`src/rtl/spram_be_pkg.sv`:
```
package spram_be_pkg;

    // Whether a port group gets a register or passes straight through
    typedef enum logic {
        STAGE_PASS = 1'b0,
        STAGE_REG  = 1'b1
    } stage_e;

    // Whether the read-word register owns an enable or shares ce_in
    typedef enum logic {
        CE_SHARED = 1'b0,
        CE_SPLIT  = 1'b1
    } ce_mode_e;

    // Lane widths the array supports
    function automatic bit lane_width_ok(input int unsigned bw);
        return (bw == 5) || (bw == 8) || (bw == 9) || (bw == 10);
    endfunction

    function automatic int unsigned lane_count(input int unsigned dw, input int unsigned bw);
        return (bw == 0) ? 1 : ((dw / bw) == 0 ? 1 : dw / bw);
    endfunction

endpackage

```
`src/rtl/spram_be_stage.sv`:
```
module spram_be_stage #(
    parameter int unsigned          WIDTH = 8,
    parameter spram_be_pkg::stage_e MODE  = spram_be_pkg::STAGE_REG
) (
    input  logic             clk,
    input  logic             clr,
    input  logic             en,
    input  logic [WIDTH-1:0] d,
    output logic [WIDTH-1:0] q
);

    if (MODE == spram_be_pkg::STAGE_REG) begin : g_reg
        logic [WIDTH-1:0] q_r;

        always_ff @(posedge clk or posedge clr) begin
            if (clr) begin
                q_r <= '0;
            end else if (en) begin
                q_r <= d;
            end
        end

        assign q = q_r;

        // a clear seen at an edge leaves the register at zero for the cycle
        assert_clear_zeroes_R10: assert property (@(posedge clk)
            clr |=> q_r == '0);

        // a disabled stage keeps its value (a mid-cycle clear may zero it)
        assert_idle_stage_holds_R6: assert property (@(posedge clk) disable iff (clr)
            !en |=> (q_r == $past(q_r)) || (q_r == '0));
    end else begin : g_pass
        logic unused_pass;
        assign unused_pass = ^{clk, clr, en};
        assign q = d;
    end

endmodule

```
`src/rtl/spram_be_array.sv`:
```
module spram_be_array #(
    parameter  int unsigned DATA_W = 32,
    parameter  int unsigned BYTE_W = 8,
    parameter  int unsigned ADDR_W = 6,
    localparam int unsigned LANES  = spram_be_pkg::lane_count(DATA_W, BYTE_W),
    localparam int unsigned DEPTH  = 1 << ADDR_W
) (
    input  logic              clk,
    input  logic              clr,
    input  logic              en,
    input  logic              we,
    input  logic [ADDR_W-1:0] addr,
    input  logic [DATA_W-1:0] wdata,
    input  logic [LANES-1:0]  lane_en,
    output logic [DATA_W-1:0] rdata
);

    logic [DATA_W-1:0] mem [DEPTH];
    logic [DATA_W-1:0] rd_q;
    logic              wr_go;

    // No write is issued on an edge that sees the clear
    assign wr_go = en & we & ~clr;

    always_ff @(posedge clk) begin
        if (wr_go) begin
            for (int l = 0; l < LANES; l++) begin
                if (lane_en[l]) begin
                    mem[addr][l*BYTE_W +: BYTE_W] <= wdata[l*BYTE_W +: BYTE_W];
                end
            end
        end
    end

    // Read register samples the word before this edge's write lands
    always_ff @(posedge clk) begin
        if (en) begin
            rd_q <= mem[addr];
        end
    end

    assign rdata = rd_q;

    // the access edge of a write returns the prior word
    assert_read_prior_word_R4: assert property (@(posedge clk)
        wr_go |=> rd_q == $past(mem[addr]));

    // clearing never touches stored words
    assert_clear_keeps_array_R11: assert property (@(posedge clk)
        clr |=> mem[$past(addr)] == $past(mem[addr]));

    for (genvar l = 0; l < LANES; l++) begin : g_lane_chk
        // a masked-off lane keeps its contents
        assert_masked_lane_kept_R2: assert property (@(posedge clk)
            (wr_go && !lane_en[l]) |=>
                mem[$past(addr)][l*BYTE_W +: BYTE_W] == $past(mem[addr][l*BYTE_W +: BYTE_W]));

        // an enabled lane takes the write data
        assert_enabled_lane_written_R2: assert property (@(posedge clk)
            (wr_go && lane_en[l]) |=>
                mem[$past(addr)][l*BYTE_W +: BYTE_W] == $past(wdata[l*BYTE_W +: BYTE_W]));
    end

endmodule

```
`src/rtl/spram_be.sv`:
```
module spram_be #(
    parameter  int unsigned            DATA_W     = 32,
    parameter  int unsigned            BYTE_W     = 8,
    parameter  int unsigned            ADDR_W     = 6,
    parameter  spram_be_pkg::stage_e   WR_STAGE   = spram_be_pkg::STAGE_REG,
    parameter  spram_be_pkg::stage_e   ADDR_STAGE = spram_be_pkg::STAGE_REG,
    parameter  spram_be_pkg::stage_e   OUT_STAGE  = spram_be_pkg::STAGE_REG,
    parameter  spram_be_pkg::ce_mode_e CE_MODE    = spram_be_pkg::CE_SPLIT,
    localparam int unsigned            LANES      = spram_be_pkg::lane_count(DATA_W, BYTE_W),
    localparam int unsigned            WG_W       = 1 + LANES + DATA_W
) (
    input  logic              clk,
    input  logic              clr,
    input  logic              ce_in,
    input  logic              ce_out,
    input  logic              addr_hold,
    input  logic [ADDR_W-1:0] addr,
    input  logic [DATA_W-1:0] wdata,
    input  logic              wen,
    input  logic [LANES-1:0]  byte_en,
    output logic [DATA_W-1:0] rdata
);
    import spram_be_pkg::*;

    // lane width and word width must agree
    if (!lane_width_ok(BYTE_W) || (DATA_W % BYTE_W) != 0) begin : g_bad_cfg
        $error("spram_be: lane width %0d unsupported or does not divide word width %0d",
               BYTE_W, DATA_W);
    end

    logic [WG_W-1:0]   wg_d;
    logic [WG_W-1:0]   wg_q;
    logic              wen_s;
    logic [LANES-1:0]  be_s;
    logic [DATA_W-1:0] wdata_s;
    logic [ADDR_W-1:0] addr_q;
    logic              addr_en;
    logic [DATA_W-1:0] arr_q;
    logic              out_en;

    // Write group: strobe, lane mask and data travel together
    assign wg_d = {wen, byte_en, wdata};

    spram_be_stage #(
        .WIDTH (WG_W),
        .MODE  (WR_STAGE)
    ) u_wr_stage (
        .clk (clk),
        .clr (clr),
        .en  (ce_in),
        .d   (wg_d),
        .q   (wg_q)
    );

    assign {wen_s, be_s, wdata_s} = wg_q;

    // Address: the stall acts as a second, inverted enable
    assign addr_en = ce_in & ~addr_hold;

    spram_be_stage #(
        .WIDTH (ADDR_W),
        .MODE  (ADDR_STAGE)
    ) u_addr_stage (
        .clk (clk),
        .clr (clr),
        .en  (addr_en),
        .d   (addr),
        .q   (addr_q)
    );

    spram_be_array #(
        .DATA_W (DATA_W),
        .BYTE_W (BYTE_W),
        .ADDR_W (ADDR_W)
    ) u_array (
        .clk     (clk),
        .clr     (clr),
        .en      (ce_in),
        .we      (wen_s),
        .addr    (addr_q),
        .wdata   (wdata_s),
        .lane_en (be_s),
        .rdata   (arr_q)
    );

    assign out_en = (CE_MODE == CE_SPLIT) ? ce_out : ce_in;

    spram_be_stage #(
        .WIDTH (DATA_W),
        .MODE  (OUT_STAGE)
    ) u_out_stage (
        .clk (clk),
        .clr (clr),
        .en  (out_en),
        .d   (arr_q),
        .q   (rdata)
    );

    if (ADDR_STAGE == STAGE_REG) begin : g_stall_chk
        // a stalled address register keeps the captured address
        assert_stall_keeps_address_R9: assert property (@(posedge clk) disable iff (clr)
            addr_hold |=> (addr_q == $past(addr_q)) || (addr_q == '0));
    end

    if (OUT_STAGE == STAGE_REG && CE_MODE == CE_SPLIT) begin : g_split_chk
        // rdata frozen while the output enable is low
        assert_split_output_frozen_R7: assert property (@(posedge clk) disable iff (clr)
            !ce_out |=> (rdata == $past(rdata)) || (rdata == '0));
    end

    if (OUT_STAGE == STAGE_REG && CE_MODE == CE_SHARED) begin : g_shared_chk
        // in shared mode the input enable gates the read word
        assert_shared_output_frozen_R8: assert property (@(posedge clk) disable iff (clr)
            !ce_in |=> (rdata == $past(rdata)) || (rdata == '0));
    end

endmodule

```
`config.mk`:
```
export PLATFORM = sky130hd
export DESIGN_NAME = spram_be
export DESIGN_NICKNAME = d
export VERILOG_FILES = /design/src/rtl/spram_be_pkg.sv /design/src/rtl/spram_be_stage.sv /design/src/rtl/spram_be_array.sv /design/src/rtl/spram_be.sv
export SDC_FILE = /design/constraint.sdc
export NUM_CORES = 2
export LEC_CHECK = 0
export CORE_UTILIZATION = 39
export CTS_CLUSTER_SIZE = 16
export DETAILED_ROUTE_END_ITERATION = 12
export DONT_BUFFER_PORTS = 1
export GPL_TIMING_DRIVEN = 0
export PLACE_DENSITY = 0.56
export SLEW_MARGIN = 20
export SYNTH_ARGS = -nofsm -noshare
export SYNTH_HDL_FRONTEND = slang
export SYNTH_HIERARCHICAL = 1
export SYNTH_SLANG_ARGS = --single-unit
```
`constraint.sdc`:
```
create_clock -name clk -period 2.4 [get_ports clk]
set_clock_uncertainty 0.15 [all_clocks]
set_input_delay 0.24 -clock clk [delete_from_list [all_inputs] [get_ports clk]]
set_output_delay 0.24 -clock clk [all_outputs]
set_load 0.01 [all_outputs]
```
== After elaboration in Yosys (flattened, before gate mapping) ==
Memories as Yosys holds them, arrays and structs flattened. A register that Yosys moved wholly into a read port is not among the register bits.
Cells that the tools add are included.
Word-level totals
  flip-flop bits (word level): 75
  memory bits (writable): 2048
  bits of input ports: 48
  output and inout port bits: 32
  word-level logic and storage cells: 21
  memories kept: 1
Memory list
  u_array.mem: depth 64, width 32, rd ports 1, clocked after memory_dff 1, write ports 1, RTL line spram_be_array.sv:18  | logic [DATA_W-1:0] mem [DEPTH];
Cells by class
  multiplexer cells: 12
  bitwise gates (word level): 5
Operators by type and width (number)
  two-way mux 1 bit: 12
  bitwise AND 1 bit: 3
  NOT 1 bit: 2

== Longest topological paths before layout ==
  word-level depth: 4
  mapped depth: 12
  mapped depth without buffers: 6

== Modules after synthesis ==
The synthesis kept the hierarchy.
By module, submodules not included
  spram_be_array: instances 1, cells each 4570, area each 79391.1 um^2, seq. area each 62459.9 um^2
  spram_be_stage at u_wr_stage: instances 1, cells each 79, area each 1530.2 um^2, seq. area each 925.9 um^2
  spram_be_stage at u_out_stage: instances 1, cells each 69, area each 1348.8 um^2, seq. area each 800.8 um^2
  spram_be_stage at u_addr_stage: instances 1, cells each 14, area each 255.2 um^2, seq. area each 150.1 um^2
  spram_be: instances 1, cells each 1, area each 13.8 um^2, seq. area each 0.0 um^2

== Worst setup path after synthesis ==
OpenSTA, ideal clock, no wires.
  kind: reg-to-reg
  start: reg u_addr_stage.g_reg.q_r[0] (netlist: u_addr_stage/q[0])
  end: mem u_array.mem[40][0], enable pin
  library setup time: 0.370 ns
  arrival: 2.193 ns
  data required time: 1.880 ns
  path slack: -0.314 ns
  stages on the path, launching flop included: 9
  buffers on the path: 5
  period minus slack after synthesis: 2.714 ns
  cell sequence: dfrtp_1 buf_6 buf_6 buf_6 nor3_2 buf_2 buf_1 nand2_1 nor2_1
RTL lines
  start, declared: RTL line spram_be_stage.sv:13  | logic [WIDTH-1:0] q_r;
  start signal, assigned: RTL line spram_be_stage.sv:17  | q_r <= '0;
  start signal, assigned: RTL line spram_be_stage.sv:19  | q_r <= d;
  end, declared: RTL line spram_be_array.sv:18
Straight into the memory's write port.

==> impl.org <==
** Yosys
- Summing the areas of all compound-gate instances in the mapped netlist gives 10.8% of the synthesized area.
- For this run, the register share of the synthesized area comes to 77.9%.
- Adder-cell area share of the yosys netlist :: 0%
- Commonest register cell after synthesis :: sky130_fd_sc_hd__edfxtp_1
- Counting flops with a built-in enable in the synthesized netlist gives 2080.
- Of the post-synthesis cell area, the part taken by muxes is 5.70%.
- The cell area that synthesis handed to floorplanning was 82500 um^2.
- Of the total synthesized cell area, the portion taken by AND, OR, NAND and NOR gates is 3.47%.
- Synth Register Bits :: 2155
- During synthesis, Yosys emitted a total of 6 warnings.
- After synthesis, the largest family of logic cells by area is compound AO/OA/AOI/OAI gates.
- Syn Inst Count :: 4733
- Asr flop ratio synth :: 3.48%
- Of the total synthesized cell area, the portion taken by XOR and XNOR cells is 0%.
- Average size of a mapped cell :: 17.4 um^2
- Number of distinct library cell variants in the gate-level netlist after synthesis :: 58
- The number of nets handed over by synthesis was 4781.

** GRT
- Global-route usage over all layers :: 29.8%
- Maximum number of pins on one net before global-route repair :: 66
- Global-route wire length before repair :: 427000 um
- Remaining global-route overflow :: 0
- Number of global-route vias before repair :: 49000
- Number of antenna violations at the first check in global routing :: 32

** Setup path
- R2r worst-path depth :: 9
- In this run the critical register-to-register path is captured at u_array/rdata[26]$_DFFE_PP_.
- On the critical path, the stage with the largest delay is an instance of sky130_fd_sc_hd__or4_4.
- In this run the worst path has a maximum fanout of 5.
- Delay contributed by the slowest stage of the critical path :: 620 ps
- CP startpoint kind :: flop
- STA puts the critical path data required time at 2880 ps.
- Reg2reg start :: u_addr_stage/q[2]$_DFFE_PP0P_
- The critical path starts at u_addr_stage/q[2]$_DFFE_PP0P_.
- At the worst endpoint, the arrival time is 4110 ps.
- The worst setup path is captured at a flop.
- Traced cell by cell, the critical path runs through buf_6 > buf_12 > buf_8 > buf_4 > mux2_2 > a221o_1 > a222oi_1 > o21ai_1 > or4_4.
- The critical path in this run is classified as flop to flop.
- The worst register-to-register path has a setup slack of -1230 ps.
- The most critical setup path has its endpoint at u_array/rdata[26]$_DFFE_PP_.

** Placement
- At the end of routability-driven placement, the weighted congestion stood at 1.03.
- Area after detailed placement :: 87500 um^2
- Pre-CTS WS :: -3020 ps
- Post-detailed-placement half-perimeter wirelength :: 226000 um
- Cell count after placement :: 7576
- Buffers placed on the I/O ports in this run total 0.

** CTS
- CTS built an H-tree with a depth of 4.
- TritonCTS built the clock tree.
- The clock drives 2155 sinks.
- Clk pin slew, worst setup/hold paths :: 60 ps
- Counting the buffers created by CTS gives 209.
- Clock latency at the later pin of the worst-skew pair :: 910 ps
- In this run, post-CTS hold repair placed 90 buffers.
- Largest buffer count on any clock path :: 3
- The root buffer cell chosen for the clock tree is sky130_fd_sc_hd__clkbuf_16.

** Floorplanning
- Die height :: 462 um
- Number of placement rows :: 168
- Num ports :: 80
- Initial Util :: 39.3%
- Chip width :: 462 um
- The core region is 210000 um^2.
- The die covers 213000 um^2.

** Power and ir drop
- The clock network is responsible for 35.0% of the overall power.
- Leakage power figure :: 0.0322 uW
- Of the total power, registers draw 46.8%.
- The internal portion of the total power is 65900 uW.
- Of the total power, combinational logic draws 18.2%.
- Peak supply drop :: 0.883 mV
- Power density over the cells :: 902 nW/um^2
- In this run switching power makes up 28.8% of total power.
- For this design the total switching power over the nets is 26600 uW.

** Route
- Detailed Route WL :: 324000 um
- Routed Antenna Nets :: 0
- Via density per instance :: 6.40
- Detailed router's first-iteration violation count :: 8484
- Number of detailed-routing iterations run before antenna repair :: 7
- In the final routed layout, each cell accounts on average for 39.4 um.
- Post-detailed-route DRC marker count :: 0
- Via count :: 52600

** Timing
- After routing, the total negative slack on setup checks comes to -1235720 ps.
- Number of hold violations in the final report :: 0
- Fmax achieved :: 275 MHz
- Setup slack on the critical path of the routed design comes to -1230 ps.
- Setup violations remaining at the end of the flow were counted as 2073.
- Unrepaired setup endpoints after global routing :: yes
- In the finished design, the share of the clock period the worst path needs comes to 151%.
- Relative max-transition margin :: 20.9%
- Actual slew at the worst max-slew pin :: 1180 ps
- The final count of pins violating max slew is 0.
- Final period demand of the worst path :: 3630 ps

** Status
- The run finished, with violations left.
- The final reports fail on setup timing.

** Cells and area
- Area delta synth->final :: 24.3%
- The finished cells cover 103000 um^2.
- For this run, the share of the core covered by cells in the final layout is 48.9%.
- Number of standard cells in the final layout excluding fillers :: 8217
- After filler insertion, the fill cell instance count of the layout stands at 17100.
- The post-route netlist has 31.2% of its cells at a drive strength greater than 1.
- Nets :: 5274

** Worst hold path
- The min-delay analysis places its worst path in the category primary input to flop.

** Job
- Max cap viols :: 0
## stage by stage
step | hold slack (ps) | power (uW)
2_1_floorplan | -119 | 49600
3_3_place_gp | -76.0 | 56300
3_5_place_dp | -84.5 | 56600
4_1_cts | 27.5 | 90900
5_1_grt | -38.0 | 94000
6_report | 1.02 | 92600
## state kept, by name, summed over array words and instances, names as in the netlist
| name | count |
|---|---|
| u_addr_stage/q | 6 |
| u_wr_stage/q | 37 |
| u_array/mem | 2048 |
| u_array/rdata | 32 |
| u_out_stage/q | 32 |
## critical path: cells and delay by family, from the launching register on
kind                   cells  cell delay (ps)
AOI/OAI and AO/OA          3             1290
and+or+nand+nor            1              620
buffers and inverters      4              540
DFF                        1              490
muxes                      1              270
## how the worst min path moves through the flow
stage | cells past startpoint | from | endpoint | slack (ps)
6_report | 4 | clr | u_array/mem[0][9]$_DFFE_PP_ | 1
5_1_grt | 4 | clr | u_array/mem[0][9]$_DFFE_PP_ | -40
4_1_cts | 3 | ce_out | u_out_stage/q[11]$_DFFE_PP0P_ | 30
3_5_place_dp | 1 | clr | u_wr_stage/q[31]$_DFFE_PP0P_ | -80
3_3_place_gp | 1 | clr | u_addr_stage/q[5]$_DFFE_PP0P_ | -80
2_1_floorplan | 1 | clr | u_addr_stage/q[0]$_DFFE_PP0P_ | -120
## layout make-up
| type | count | area, um^2 | area share, % |
|---|---|---|---|
| Buffer | 363 | 3900 | 3.80 |
| Multi-Input combinational cell | 2206 | 20600 | 20.1 |
| Antenna cell | 14 | 35.0 | 0.0341 |
| Clock buffer | 269 | 5560 | 5.42 |
| Tap cell | 2805 | 3510 | 3.42 |
| Timing Repair Buffer | 285 | 3420 | 3.33 |
| Clock inverter | 114 | 1090 | 1.06 |
| Inverter | 6 | 26.3 | 0.0256 |
| Sequential cell | 2155 | 64500 | 62.8 |
## cell usage after synthesis (7+ instances only)
| cell | count | area (um^2) |
|---|---|---|
| sky130_fd_sc_hd__buf_2 | 86 | 430 |
| sky130_fd_sc_hd__buf_1 | 44 | 165 |
| sky130_fd_sc_hd__a31oi_1 | 15 | 93.8 |
| sky130_fd_sc_hd__o21ai_0 | 93 | 465 |
| sky130_fd_sc_hd__o22a_1 | 27 | 236 |
| sky130_fd_sc_hd__mux2_4 | 66 | 991 |
| sky130_fd_sc_hd__buf_4 | 15 | 113 |
| sky130_fd_sc_hd__dfrtp_1 | 75 | 1880 |
| sky130_fd_sc_hd__clkbuf_1 | 205 | 769 |
| sky130_fd_sc_hd__o2bb2ai_1 | 26 | 228 |
| sky130_fd_sc_hd__nand4_1 | 17 | 106 |
| sky130_fd_sc_hd__o221ai_1 | 61 | 534 |
| sky130_fd_sc_hd__mux2_2 | 77 | 867 |
| sky130_fd_sc_hd__buf_6 | 10 | 113 |
| sky130_fd_sc_hd__a221o_1 | 19 | 190 |
| sky130_fd_sc_hd__edfxtp_1 | 2080 | 62500 |
| sky130_fd_sc_hd__nand2_1 | 170 | 638 |
| sky130_fd_sc_hd__a211oi_1 | 14 | 105 |
| sky130_fd_sc_hd__mux2i_1 | 153 | 1530 |
| sky130_fd_sc_hd__or4_1 | 15 | 113 |
| sky130_fd_sc_hd__nor2b_1 | 7 | 43.8 |
| sky130_fd_sc_hd__mux4_2 | 58 | 1310 |
| sky130_fd_sc_hd__nor3_1 | 50 | 250 |
| sky130_fd_sc_hd__o22ai_1 | 56 | 350 |
| sky130_fd_sc_hd__a2111oi_0 | 15 | 131 |
| sky130_fd_sc_hd__a21oi_1 | 126 | 631 |
| sky130_fd_sc_hd__o2111ai_1 | 13 | 114 |
| sky130_fd_sc_hd__a222oi_1 | 28 | 280 |
| sky130_fd_sc_hd__a22oi_1 | 247 | 1850 |
| sky130_fd_sc_hd__nor2_1 | 401 | 1510 |
| sky130_fd_sc_hd__a221oi_1 | 374 | 3280 |
| sky130_fd_sc_hd__a22o_1 | 22 | 193 |
## layout by cell type (no fill, tap or decap), types with 38 or more instances in the layout
cell and n:
sky130_fd_sc_hd__a21oi_1 91, sky130_fd_sc_hd__a221oi_1 312, sky130_fd_sc_hd__a221oi_2 56, sky130_fd_sc_hd__a22oi_1 212, sky130_fd_sc_hd__buf_12 87, sky130_fd_sc_hd__buf_16 38, sky130_fd_sc_hd__buf_4 162, sky130_fd_sc_hd__buf_6 53
sky130_fd_sc_hd__clkbuf_1 81, sky130_fd_sc_hd__clkbuf_16 219, sky130_fd_sc_hd__clkbuf_2 54, sky130_fd_sc_hd__clkinv_1 40, sky130_fd_sc_hd__clkinv_2 41, sky130_fd_sc_hd__dfrtp_1 38, sky130_fd_sc_hd__dlygate4sd3_1 89, sky130_fd_sc_hd__edfxtp_1 2080
sky130_fd_sc_hd__mux2_2 76, sky130_fd_sc_hd__mux2_4 67, sky130_fd_sc_hd__mux2i_1 142, sky130_fd_sc_hd__mux4_2 58, sky130_fd_sc_hd__nand2_1 140, sky130_fd_sc_hd__nor2_1 141, sky130_fd_sc_hd__nor2_2 89, sky130_fd_sc_hd__nor2_4 172
sky130_fd_sc_hd__o22ai_1 42
## layer usage
| layer | GRT usage, % | part of all wire [%] |
|---|---|---|
| met4 | 16.3 | 6.6 |
| met1 | 39.0 | 37 |
| met3 | 9.86 | 14 |
| met2 | 43.8 | 43 |
| met5 | 0.226 | 0.040 |
## kinds of logic (layout without fill, tap and decap cells)
logic type	Yosys count	count (layout)
AOI/OAI and AO/OA	1161	1161
buffers and inverters	372	1037
DFF	2155	2155
muxes	355	355
other	0	14
and+or+nand+nor	690	690
## power groups by stage
stage	Sequential, uW	Combinational, uW	Clock, uW
3_3_place_gp	45000	11400	0
2_1_floorplan	43900	5770	0
6_report	43300	16900	32400
5_1_grt	43300	16800	33900
4_1_cts	43300	15000	32600
3_5_place_dp	44100	12600	0
## timing repair
item,4_1_cts,5_1_grt
endpoints found under the hold margin,182,24
endpoints found under the setup margin,2080,2080
gates resized for setup,1239,434
pin swaps,123,89
setup buffers,75,77
gates cloned,2,2
(Power assumes the default switching activity.)
